File: src/rtl/wpk_pkg.sv
package wpk_pkg;
  typedef enum logic [1:0] {
    WP_IDLE  = 2'd0,
    WP_BYTES = 2'd1,
    WP_PAD   = 2'd2
  } wp_state_e;
endpackage

File: src/rtl/wpk_lane_acc.sv
module wpk_lane_acc #(
  parameter int LANES  = 4,
  parameter int BYTE_W = 8,
  localparam int FILL_W = $clog2(LANES),
  localparam int WORD_W = LANES * BYTE_W
) (
  input  logic              clk,
  input  logic              rst_n,
  input  logic              byte_fire,
  input  logic [BYTE_W-1:0] byte_data,
  input  logic              pad_fire,
  output logic [FILL_W-1:0] fill,
  output logic              word_done,
  output logic [WORD_W-1:0] word_data
);
  localparam logic [FILL_W-1:0] TOP_LANE = FILL_W'(LANES - 1);

  logic [FILL_W-1:0] fill_q;
  logic [BYTE_W-1:0] lane_q [LANES];
  logic [LANES-1:0]  lane_sel;
  logic              wrap_byte;

  assign wrap_byte = byte_fire && (fill_q == TOP_LANE);
  assign word_done = wrap_byte || pad_fire;
  assign fill      = fill_q;

  generate
    for (genvar i = 0; i < LANES; i++) begin : g_lane
      assign lane_sel[i] = byte_fire && (fill_q == FILL_W'(i));
      assign word_data[i*BYTE_W +: BYTE_W] = lane_sel[i] ? byte_data : lane_q[i];

      always_ff @(posedge clk) begin
        if (!rst_n)          lane_q[i] <= '0;
        else if (word_done)  lane_q[i] <= '0;
        else if (lane_sel[i]) lane_q[i] <= byte_data;
      end

      // unused lanes stay zero so padding is clean
      a_r4_lane_zero_above_fill: assert property (@(posedge clk) disable iff (!rst_n)
        (lane_q[i] != '0) |-> (i < int'(fill_q)));
    end
  endgenerate

  always_ff @(posedge clk) begin
    if (!rst_n)          fill_q <= '0;
    else if (word_done)  fill_q <= '0;
    else if (byte_fire)  fill_q <= fill_q + 1'b1;
  end

  a_r2_pad_only_with_residue: assert property (@(posedge clk) disable iff (!rst_n)
    pad_fire |-> (fill_q != '0));
endmodule

File: src/rtl/wpk_out_slot.sv
module wpk_out_slot #(
  parameter int WORD_W = 32
) (
  input  logic              clk,
  input  logic              rst_n,
  input  logic              load,
  input  logic [WORD_W-1:0] load_data,
  input  logic              out_ready,
  output logic              out_valid,
  output logic [WORD_W-1:0] out_data,
  output logic              slot_free
);
  assign slot_free = !out_valid || out_ready;

  always_ff @(posedge clk) begin
    if (!rst_n) begin
      out_valid <= 1'b0;
      out_data  <= '0;
    end else if (load) begin
      out_valid <= 1'b1;
      out_data  <= load_data;
    end else if (out_ready) begin
      out_valid <= 1'b0;
    end
  end

  a_r8_hold_under_stall: assert property (@(posedge clk) disable iff (!rst_n)
    (out_valid && !out_ready) |=> (out_valid && $stable(out_data)));
  a_r8_no_overwrite: assert property (@(posedge clk) disable iff (!rst_n)
    load |-> slot_free);
endmodule

File: src/rtl/wpk_ctrl.sv
module wpk_ctrl
  import wpk_pkg::*;
#(
  parameter int LANES = 4,
  parameter int LEN_W = 12,
  localparam int FILL_W = $clog2(LANES)
) (
  input  logic              clk,
  input  logic              rst_n,
  input  logic              cmd_valid,
  input  logic [LEN_W-1:0]  cmd_nbytes,
  input  logic              cmd_final,
  output logic              cmd_ready,
  input  logic              byte_valid,
  input  logic              byte_last,
  output logic              byte_ready,
  output logic              byte_fire,
  output logic              pad_fire,
  input  logic [FILL_W-1:0] fill,
  input  logic              slot_free,
  input  logic              slot_busy,
  output logic              cnt_valid,
  output logic [LEN_W-1:0]  cnt_words
);
  localparam logic [FILL_W-1:0] TOP_LANE = FILL_W'(LANES - 1);

  function automatic logic [LEN_W-1:0] words_for(input logic [FILL_W-1:0] f,
                                                 input logic [LEN_W-1:0]  n,
                                                 input logic              fin);
    logic [LEN_W:0] total;
    total = {1'b0, n} + (LEN_W+1)'(f);
    return LEN_W'(total / LANES) + LEN_W'(fin && ((total % LANES) != 0));
  endfunction

  function automatic logic tail_after_last(input logic [FILL_W-1:0] f, input logic fin);
    return fin && (f != TOP_LANE);
  endfunction

  wp_state_e        state_q;
  logic [LEN_W-1:0] rem_q;
  logic             fin_q;
  logic             cmd_fire;
  logic             cmd_ignored;
  logic             last_byte_fire;

  assign cmd_ready      = (state_q == WP_IDLE) && !slot_busy;
  assign cmd_fire       = cmd_valid && cmd_ready;
  assign cmd_ignored    = (cmd_nbytes == '0) && !cmd_final;
  assign byte_ready     = (state_q == WP_BYTES) && slot_free;
  assign byte_fire      = byte_valid && byte_ready;
  assign last_byte_fire = byte_fire && (rem_q == LEN_W'(1));
  assign pad_fire       = (state_q == WP_PAD) && slot_free;

  always_ff @(posedge clk) begin
    if (!rst_n) begin
      state_q   <= WP_IDLE;
      rem_q     <= '0;
      fin_q     <= 1'b0;
      cnt_valid <= 1'b0;
      cnt_words <= '0;
    end else begin
      cnt_valid <= 1'b0;
      unique case (state_q)
        WP_IDLE: if (cmd_fire) begin
          rem_q <= cmd_nbytes;
          fin_q <= cmd_final;
          if (!cmd_ignored) begin
            cnt_valid <= 1'b1;
            cnt_words <= words_for(fill, cmd_nbytes, cmd_final);
          end
          if (cmd_nbytes != '0)              state_q <= WP_BYTES;
          else if (cmd_final && fill != '0)  state_q <= WP_PAD;
        end
        WP_BYTES: if (byte_fire) begin
          rem_q <= rem_q - 1'b1;
          if (last_byte_fire)
            state_q <= tail_after_last(fill, fin_q) ? WP_PAD : WP_IDLE;
        end
        WP_PAD: if (pad_fire) state_q <= WP_IDLE;
        default: state_q <= WP_IDLE;
      endcase
    end
  end

  a_r11_last_marker: assert property (@(posedge clk) disable iff (!rst_n)
    byte_fire |-> (byte_last == (rem_q == LEN_W'(1))));
  a_r6_ignored_cmd: assert property (@(posedge clk) disable iff (!rst_n)
    (cmd_fire && cmd_ignored) |=> (state_q == WP_IDLE && !cnt_valid));
  a_r7_count_follows_cmd: assert property (@(posedge clk) disable iff (!rst_n)
    cnt_valid |-> $past(cmd_fire));
  a_r4_pad_has_residue: assert property (@(posedge clk) disable iff (!rst_n)
    (state_q == WP_PAD) |-> (fill != '0));
endmodule

File: src/rtl/byte_word_packer.sv
module byte_word_packer #(
  parameter int LANES = 4,
  parameter int LEN_W = 12,
  localparam int BYTE_W = 8,
  localparam int FILL_W = $clog2(LANES),
  localparam int WORD_W = LANES * BYTE_W
) (
  input  logic              clk,
  input  logic              rst_n,
  input  logic              cmd_valid,
  output logic              cmd_ready,
  input  logic [LEN_W-1:0]  cmd_nbytes,
  input  logic              cmd_final,
  input  logic              byte_valid,
  output logic              byte_ready,
  input  logic [BYTE_W-1:0] byte_data,
  input  logic              byte_last,
  output logic              out_valid,
  input  logic              out_ready,
  output logic [WORD_W-1:0] out_data,
  output logic              cnt_valid,
  output logic [LEN_W-1:0]  cnt_words
);
  logic              byte_fire;
  logic              pad_fire;
  logic [FILL_W-1:0] fill;
  logic              word_done;
  logic [WORD_W-1:0] word_data;
  logic              slot_free;

  wpk_ctrl #(.LANES(LANES), .LEN_W(LEN_W)) ctrl_i (
    .clk(clk), .rst_n(rst_n),
    .cmd_valid(cmd_valid), .cmd_nbytes(cmd_nbytes), .cmd_final(cmd_final),
    .cmd_ready(cmd_ready),
    .byte_valid(byte_valid), .byte_last(byte_last), .byte_ready(byte_ready),
    .byte_fire(byte_fire), .pad_fire(pad_fire),
    .fill(fill), .slot_free(slot_free), .slot_busy(out_valid),
    .cnt_valid(cnt_valid), .cnt_words(cnt_words)
  );

  wpk_lane_acc #(.LANES(LANES), .BYTE_W(BYTE_W)) acc_i (
    .clk(clk), .rst_n(rst_n),
    .byte_fire(byte_fire), .byte_data(byte_data), .pad_fire(pad_fire),
    .fill(fill), .word_done(word_done), .word_data(word_data)
  );

  wpk_out_slot #(.WORD_W(WORD_W)) slot_i (
    .clk(clk), .rst_n(rst_n),
    .load(word_done), .load_data(word_data), .out_ready(out_ready),
    .out_valid(out_valid), .out_data(out_data), .slot_free(slot_free)
  );

  a_r7_count_before_word: assert property (@(posedge clk) disable iff (!rst_n)
    cnt_valid |-> !out_valid);
  a_r8_stall_blocks_bytes: assert property (@(posedge clk) disable iff (!rst_n)
    (out_valid && !out_ready) |-> !byte_ready);
endmodule

File: config.mk
export PLATFORM = sky130hd
export DESIGN_NAME = byte_word_packer
export DESIGN_NICKNAME = d
export VERILOG_FILES = /design/src/rtl/wpk_pkg.sv /design/src/rtl/wpk_lane_acc.sv /design/src/rtl/wpk_out_slot.sv /design/src/rtl/wpk_ctrl.sv /design/src/rtl/byte_word_packer.sv
export SDC_FILE = /design/constraint.sdc
export NUM_CORES = 1
export LEC_CHECK = 0
export BUFFER_PORTS_ARGS = -buffer_cell sky130_fd_sc_hd__clkbuf_2
export CORE_UTILIZATION = 64
export CTS_BUF_LIST = sky130_fd_sc_hd__clkbuf_2 sky130_fd_sc_hd__clkbuf_4 sky130_fd_sc_hd__clkbuf_8
export DETAILED_ROUTE_END_ITERATION = 10
export GPL_TIMING_DRIVEN = 0
export PLACE_DENSITY = 0.88
export RECOVER_POWER = 25
export SLEW_MARGIN = 25
export SYNTH_ARGS = -nofsm -noshare
export SYNTH_HDL_FRONTEND = slang
export SYNTH_HIERARCHICAL = 1
export SYNTH_SLANG_ARGS = --single-unit
File: constraint.sdc
create_clock -name clk -period 3.7 [get_ports clk]
set_clock_uncertainty 0.05 [all_clocks]
set_input_delay 0.185 -clock clk [delete_from_list [all_inputs] [get_ports clk]]
set_output_delay 0.185 -clock clk [all_outputs]
set_load 0.05 [all_outputs]
==> summary.md, run 1 <==
• 5080 um2 — post-synth design cell area
• 0 — Diodes inserted
• 12.2% — relative area change from synthesis to final layout
• 75 — IO Pins
• 3 — Worst Hold Path Cells
• 18 — largest net degree at the start of global routing
• 95 — TritonCTS sink count
• reg -> reg — category of the critical setup timing path
• 0 — number of endpoints with negative hold slack in the final report
• cmd_final — hold path start
• sky130_fd_sc_hd__dfxtp_1 (25%), sky130_fd_sc_hd__edfxtp_1 (19%), sky130_fd_sc_hd__mux2_4 (7.1%) — top area cells in the synthesized netlist
• 91.1 um — die height
• 3010 ps — data arrival time at the worst-slack endpoint
• 5.99 — vias per cell
• 68 — count of port buffers added during placement
• built — TritonCTS clock tree
• 639 ps — slew at the pin closest to its max-slew limit
• ctrl_i/cnt_words[7] — Crit Reg-Reg Endpoint
• 6 — number of warnings reported in the yosys synthesis log
• in -> reg — kind of path behind the tightest hold check
• 57.1% — worst-case headroom to the max-slew limit
• 0 ps — summed negative setup slack over all endpoints
• 222 uV — worst IR drop on VDD
• 7690 um2 — Core Area
• sky130_fd_sc_hd__dfxtp_1 — cell type with the largest total area after synthesis
• design-rule violations — violations in the final reports
• 234 — number of DRC markers after the initial detailed-route iteration
• sky130_fd_sc_hd__clkbuf_8 — Clk Tree Root Cell
• flop — kind of capture point of the worst setup path
• 32 — count of flip-flops with a built-in enable after synthesis
• acc_i/fill[0] — critical path startpoint
• 74.1% — Final Util
• 2.11 nW — leakage power total
• 0% — Async S/R FF share, synth
• 8 — FF-to-FF path depth
• 8 — first drt pass iteration count
• 0 — number of buffers added for setup after CTS
• 8300 um2 — die footprint
• 32 — number of core rows
• 4,070 — via count of the routed design
• 43.7% — sequential fraction of the synthesis area
• 3960 ps — data required time of the critical path
• 11,700 um — Total Routed Length
• 2 — maximum buffer depth of the clock tree
• 8 — Max FO, Critical Path
• 17.2 um — WL per Instance
• false — setup repair after global routing missed its margin
• 9 — number of buffers created by CTS
• 64 — Cell variety after synth
• 3,859 — number of global-route vias before repair
• 1 — Residual DRC
• 0 — post-CTS sizing
• 66.1% — effective utilization at floorplan
• 19.4% — proportion of layout cells with a drive suffix above 1
• 0.963 — Placer Congestion
• sky130_fd_sc_hd__dfxtp_1 — dominant register cell in the synthesized netlist
• 74.3% — share of the clock period used by the worst path
• 10.4 um2 — syn_area_per_cell
• 950 ps — worst-case register-to-register setup slack
• 0.364 GHz — Highest Clock Rate
• 0 — Final Setup Violations
• 8550 um — estimated wirelength of the detail-placed design
• 91.1 um — Die W
• 0 — antenna viol nets, final
• 3 — H-tree level count
• 0 — Max Cap Violations
• 360 ps — latest clock arrival within the worst-skew pair
• 100 ps — clock-pin slew on the worst setup and hold paths
• acc_i/fill[0] — origin of the critical flop-to-flop path
• 29.0% — Overall Global Routing Usage
• 0 — global-route congestion overflow total
• 487 — number of cells produced by synthesis
• 2750 ps — shortest period the worst path allows
• 24.8% — area share of the largest cell type after synthesis
• flop — CP startpoint kind
• 0 — final-report max-slew violation count
• 0 — hold bufs inserted after CTS
• 611 — net count reported at finish
• 18,800 um — first-pass GRT wire length
• 0 — initial antenna violation count
• finished, violations left — result of the run
• ctrl_i/fin_q — Worst Hold Endpoint
• 386 nW/um2 — cell area power density
• 95 — register bit count reported by yosys
[kinds of logic (layout without fill, tap and decap cells)]
kind of cell | after synthesis | after routing | share of synthesized area (%)
AO/OA/AOI/OAI | 81 | 81 | 9.90
adder cells (fa/ha/maj) | 11 | 11 | 2.86
multiplexers | 66 | 66 | 15.6
other | 1 | 8 | 0.0738
AND/OR/NAND/NOR | 177 | 177 | 21.0
XOR/XNOR | 11 | 11 | 2.04
flip-flops | 95 | 95 | 43.7
buffers and inverters | 45 | 129 | 4.83
[cell type report]
cell class | instances | area [um2]
flip-flops and latches | 95 | 2220
clock inverters | 7 | 52.6
multi-input cells | 354 | 2640
plain buffers | 27 | 178
well taps | 102 | 128
clock buffers | 9 | 124
inverters | 18 | 67.6
repair buffers | 68 | 289
fillers | 563 | 1990
[placed cells by master, fill, tap and decap left out, types with 24 or more instances in the layout]
cell type and instances:
sky130_fd_sc_hd__mux2_4 24, sky130_fd_sc_hd__dfxtp_1 63, sky130_fd_sc_hd__mux2i_1 34, sky130_fd_sc_hd__nor2_1 24, sky130_fd_sc_hd__clkbuf_1 55, sky130_fd_sc_hd__edfxtp_1 32, sky130_fd_sc_hd__nand2_1 32, sky130_fd_sc_hd__a21oi_1 25
sky130_fd_sc_hd__nor2b_1 34, sky130_fd_sc_hd__clkbuf_2 27
[synthesized netlist by cell type, drive strengths merged (6+ instances only)]
cell    instances
nor2           24
nor2b          34
buf            13
nand3          10
inv            18
edfxtp         32
xor2            7
a211oi          6
o21ai          20
mux2i          34
a21oi          25
nor3           30
nor4            8
nand2b          7
ha             10
dfxtp          63
nand2          36
clkbuf         14
mux2           32
[registers in the layout (all words and copies together) (netlist names), 2 cells and up]
| signal | count |
|---|---|
| slot_i/out_data | 32 |
| ctrl_i/cnt_words | 12 |
| acc_i/lane_q | 32 |
| ctrl_i/state_q | 2 |
| ctrl_i/rem_q | 12 |
| acc_i/fill | 2 |
[per-stage QoR]
step	hold slack [ps]	cells	total power, mW	worst slack (ps)	instance area, um2
final	48.5	680	2.20	950	5700
after detailed placement	394	664	1.58	1010	5570
after floorplan	263	494	1.47	1030	5110
after CTS	32.3	680	2.21	987	5750
after global routing	68.8	680	2.29	812	5700
after global placement	392	664	1.56	1030	5570
[report_power, final]
group	switching, mW	internal [mW]	total [mW]
Combinational	0.260	0.141	0.401
Clock	0.387	0.253	0.640
Sequential	0.0331	1.13	1.16
Total	0.680	1.52	2.20
[metal layers]
layer	track usage, %	routed length, um	vias up
met5	0	0	-
met4	12.3	304	0
met3	5.11	716	29
met2	52.5	6060	182
met1	33.6	4640	1939
li1	-	-	1920
[critical path, cell delays in order, from the launching register on]
cell and delay [ps]:
sky130_fd_sc_hd__dfxtp_1 400, sky130_fd_sc_hd__ha_1 250, sky130_fd_sc_hd__fa_1 480, sky130_fd_sc_hd__and3_2 300, sky130_fd_sc_hd__xor2_2 170, sky130_fd_sc_hd__o211ai_1 210, sky130_fd_sc_hd__or4_1 540, sky130_fd_sc_hd__a21oi_1 170
sky130_fd_sc_hd__o21a_1 140
[worst max path at each step]
stage,end,slack (ps),cells after the start
floorplan,ctrl_i/cnt_words[4],1030,5
global placement,ctrl_i/cnt_words[7],1030,8
detailed placement,ctrl_i/cnt_words[7],1010,8
CTS,ctrl_i/cnt_words[7],990,8
global route,ctrl_i/cnt_words[7],810,8
finish,ctrl_i/cnt_words[7],950,8
No activity file was read; power rests on OpenSTA's default activity.
==> inputs of run 2 (changes only) <==
Settings changed: CORE_UTILIZATION 64 to 54, PLACE_DENSITY 0.88 to 0.79.
Clock period 3.7 ns to 2.2 ns, I/O delays scaled along.
==> summary.md, run 2 (synthesis results as in run 1) <==
• 0 — Residual DRC, -1
• 99.0 um — die height, +8.7%
• 16.4% — relative area change from synthesis to final layout
• 99.0 um — Die W, +8.7%
• 2450 ps — data required time of the critical path, -1510 ps
• 140 — number of DRC markers after the initial detailed-route iteration, -40%
• 19,700 um — first-pass GRT wire length, +4.8%
• sky130_fd_sc_hd__dfxtp_1 (60), sky130_fd_sc_hd__clkbuf_1 (51), sky130_fd_sc_hd__nor2b_1 (34), sky130_fd_sc_hd__mux2i_1 (34) — leading cell types in the layout, fill and taps excluded
• 100 ps — clock-pin slew on the worst setup and hold paths, about the same
• 75 — IO Pins, unchanged
• sky130_fd_sc_hd__fa_2 — critical path's slowest cell
• 305 uV — worst IR drop on VDD, +38%
• -1310 ps — summed negative setup slack over all endpoints, -1310 ps
• built — TritonCTS clock tree
• 7 — first drt pass iteration count, -1
• 4,045 — via count of the routed design, -0.61%
• -238 ps — slack of the critical path, -1190 ps
• 3 — H-tree level count, unchanged
• flop — CP startpoint kind
• 657 nW/um2 — cell area power density, +70%
• 0.410 GHz — Highest Clock Rate, +13%
• 617 — net count reported at finish, +0.98%
• true — setup repair after global routing missed its margin
• 701 ps — slew at the pin closest to its max-slew limit, +62.2 ps
• -240 ps — worst-case register-to-register setup slack, -1190 ps
• 19 — largest net degree at the start of global routing, +1
• 510 ps — delay of the slowest cell on the worst path, -30 ps
• in -> reg — kind of path behind the tightest hold check
• 2440 ps — shortest period the worst path allows, -312 ps
• 8700 um — estimated wirelength of the detail-placed design, +1.8%
• 9 — Final Setup Violations, +9
• 0 — global-route congestion overflow total, unchanged
• 111% — share of the clock period used by the worst path, +36 points
• 0.898 — Placer Congestion, -6.7%
• flop — kind of capture point of the worst setup path
• 695 — post-route non-filler standard cell count, +2.2%
• ha_4 > fa_2 > nor2_1 > nor2_1 > ha_2 > buf_4 > ha_4 > a22oi_2 > or3_1 > a31oi_1 — Cell Chain, Critical Path
• 95 — TritonCTS sink count, unchanged
• 25.7% — Overall Global Routing Usage, -3.3 points
• 5620 um2 — area of placed instances, +0.74%
• 2.18 nW — leakage power total, +3.3%
• 0 — initial antenna violation count, unchanged
• 68 — count of port buffers added during placement, unchanged
• sky130_fd_sc_hd__clkbuf_8 — Clk Tree Root Cell
• acc_i/lane_q (32), slot_i/out_data (32) — top flop regs
• 0 — antenna viol nets, final, unchanged
• 12,000 um — Total Routed Length, +2.5%
• 17.3 um — WL per Instance, +0.30%
• 673 — placed instance count, +1.4%
• 9200 um2 — Core Area, +20%
• 64.3% — Final Util, -9.8 points
• 4 — Max FO, Critical Path, -4
• 0 — Diodes inserted, unchanged
• 0 — number of endpoints with negative hold slack in the final report, unchanged
• sky130_fd_sc_hd__dfxtp_1 — most common cell after layout, fill and taps aside
• 0 — final-report max-slew violation count, unchanged
• 3.89 mW — Pwr Total, +77%
• 35 — number of core rows, +9.4%
• finished, violations left — result of the run
• -272 ps — pre-CTS setup slack, -1280 ps
• reg -> reg — category of the critical setup timing path
• 55.2% — effective utilization at floorplan, -11 points
• 9800 um2 — die footprint, +18%
• 53.0% — worst-case headroom to the max-slew limit, -4.1 points
• 4,019 — number of global-route vias before repair, +4.1%
• 9 — number of buffers created by CTS, unchanged
• 0 — Max Cap Violations, unchanged
• 360 ps — latest clock arrival within the worst-skew pair, about the same
• 5.82 — vias per cell, -2.8%
• 2690 ps — data arrival time at the worst-slack endpoint, -320 ps
• 2 — maximum buffer depth of the clock tree, unchanged
• 24.0% — proportion of layout cells with a drive suffix above 1, +4.6 points
• 5910 um2 — post-route cell area, +3.8%
• negative setup slack — violations in the final reports
• 24.2 ps — final-layout worst hold slack, -24.2 ps
[run 2: path summary, 6_finish.rpt]
path                              from              endpoint  cells past startpoint
setup / recovery         acc_i/fill[0]   ctrl_i/cnt_words[6]                     10
hold / removal          cmd_nbytes[11]  ctrl_i/cnt_words[10]                      3
setup reg to reg         acc_i/fill[0]   ctrl_i/cnt_words[6]                     10
hold reg to reg   ctrl_i/cnt_words[10]  ctrl_i/cnt_words[10]                      2
[run 2: area by class of cell]
type                    count  area [um2]
clock buffers               9         124
well taps                 111         139
plain buffers              26         174
repair buffers             75         348
inverters                  18        67.6
multi-input cells         354        2740
fillers                   777        3280
flip-flops and latches     95        2230
clock inverters             7        91.3
[run 2: layer usage]
metal	GRT usage [%]	vias to the layer above	part of all wire, %
li1	-	1932	-
met1	31.3	1945	42
met2	45.0	148	51
met3	4.18	20	4.8
met4	10.9	0	2.1
met5	0	-	0
[run 2: what timing repair did]
| action | CTS | global route |
|---|---|---|
| hold endpoints to repair | 1 | 0 |
| setup endpoints to repair | 47 | 69 |
| hold buffers | 1 | 0 |
| gates resized for setup | 13 | 7 |
| pin swaps | 4 | 7 |
| buffers inserted | 5 | 1 |
[run 2: worst max-delay path: cells and delay by family, from the launching register on]
| family | cells | cell delay, ps |
|---|---|---|
| adder cells (fa/ha/maj) | 4 | 1010 |
| buffers and inverters | 1 | 110 |
| flip-flops | 1 | 370 |
| AO/OA/AOI/OAI | 2 | 260 |
| AND/OR/NAND/NOR | 3 | 560 |
[run 2: where the power goes]
group          internal [mW]  switching, mW  total, mW
sequential              1.90         0.0555       1.95
clock                  0.551          0.688       1.24
combinational          0.252          0.445      0.698
total                   2.70           1.19       3.89
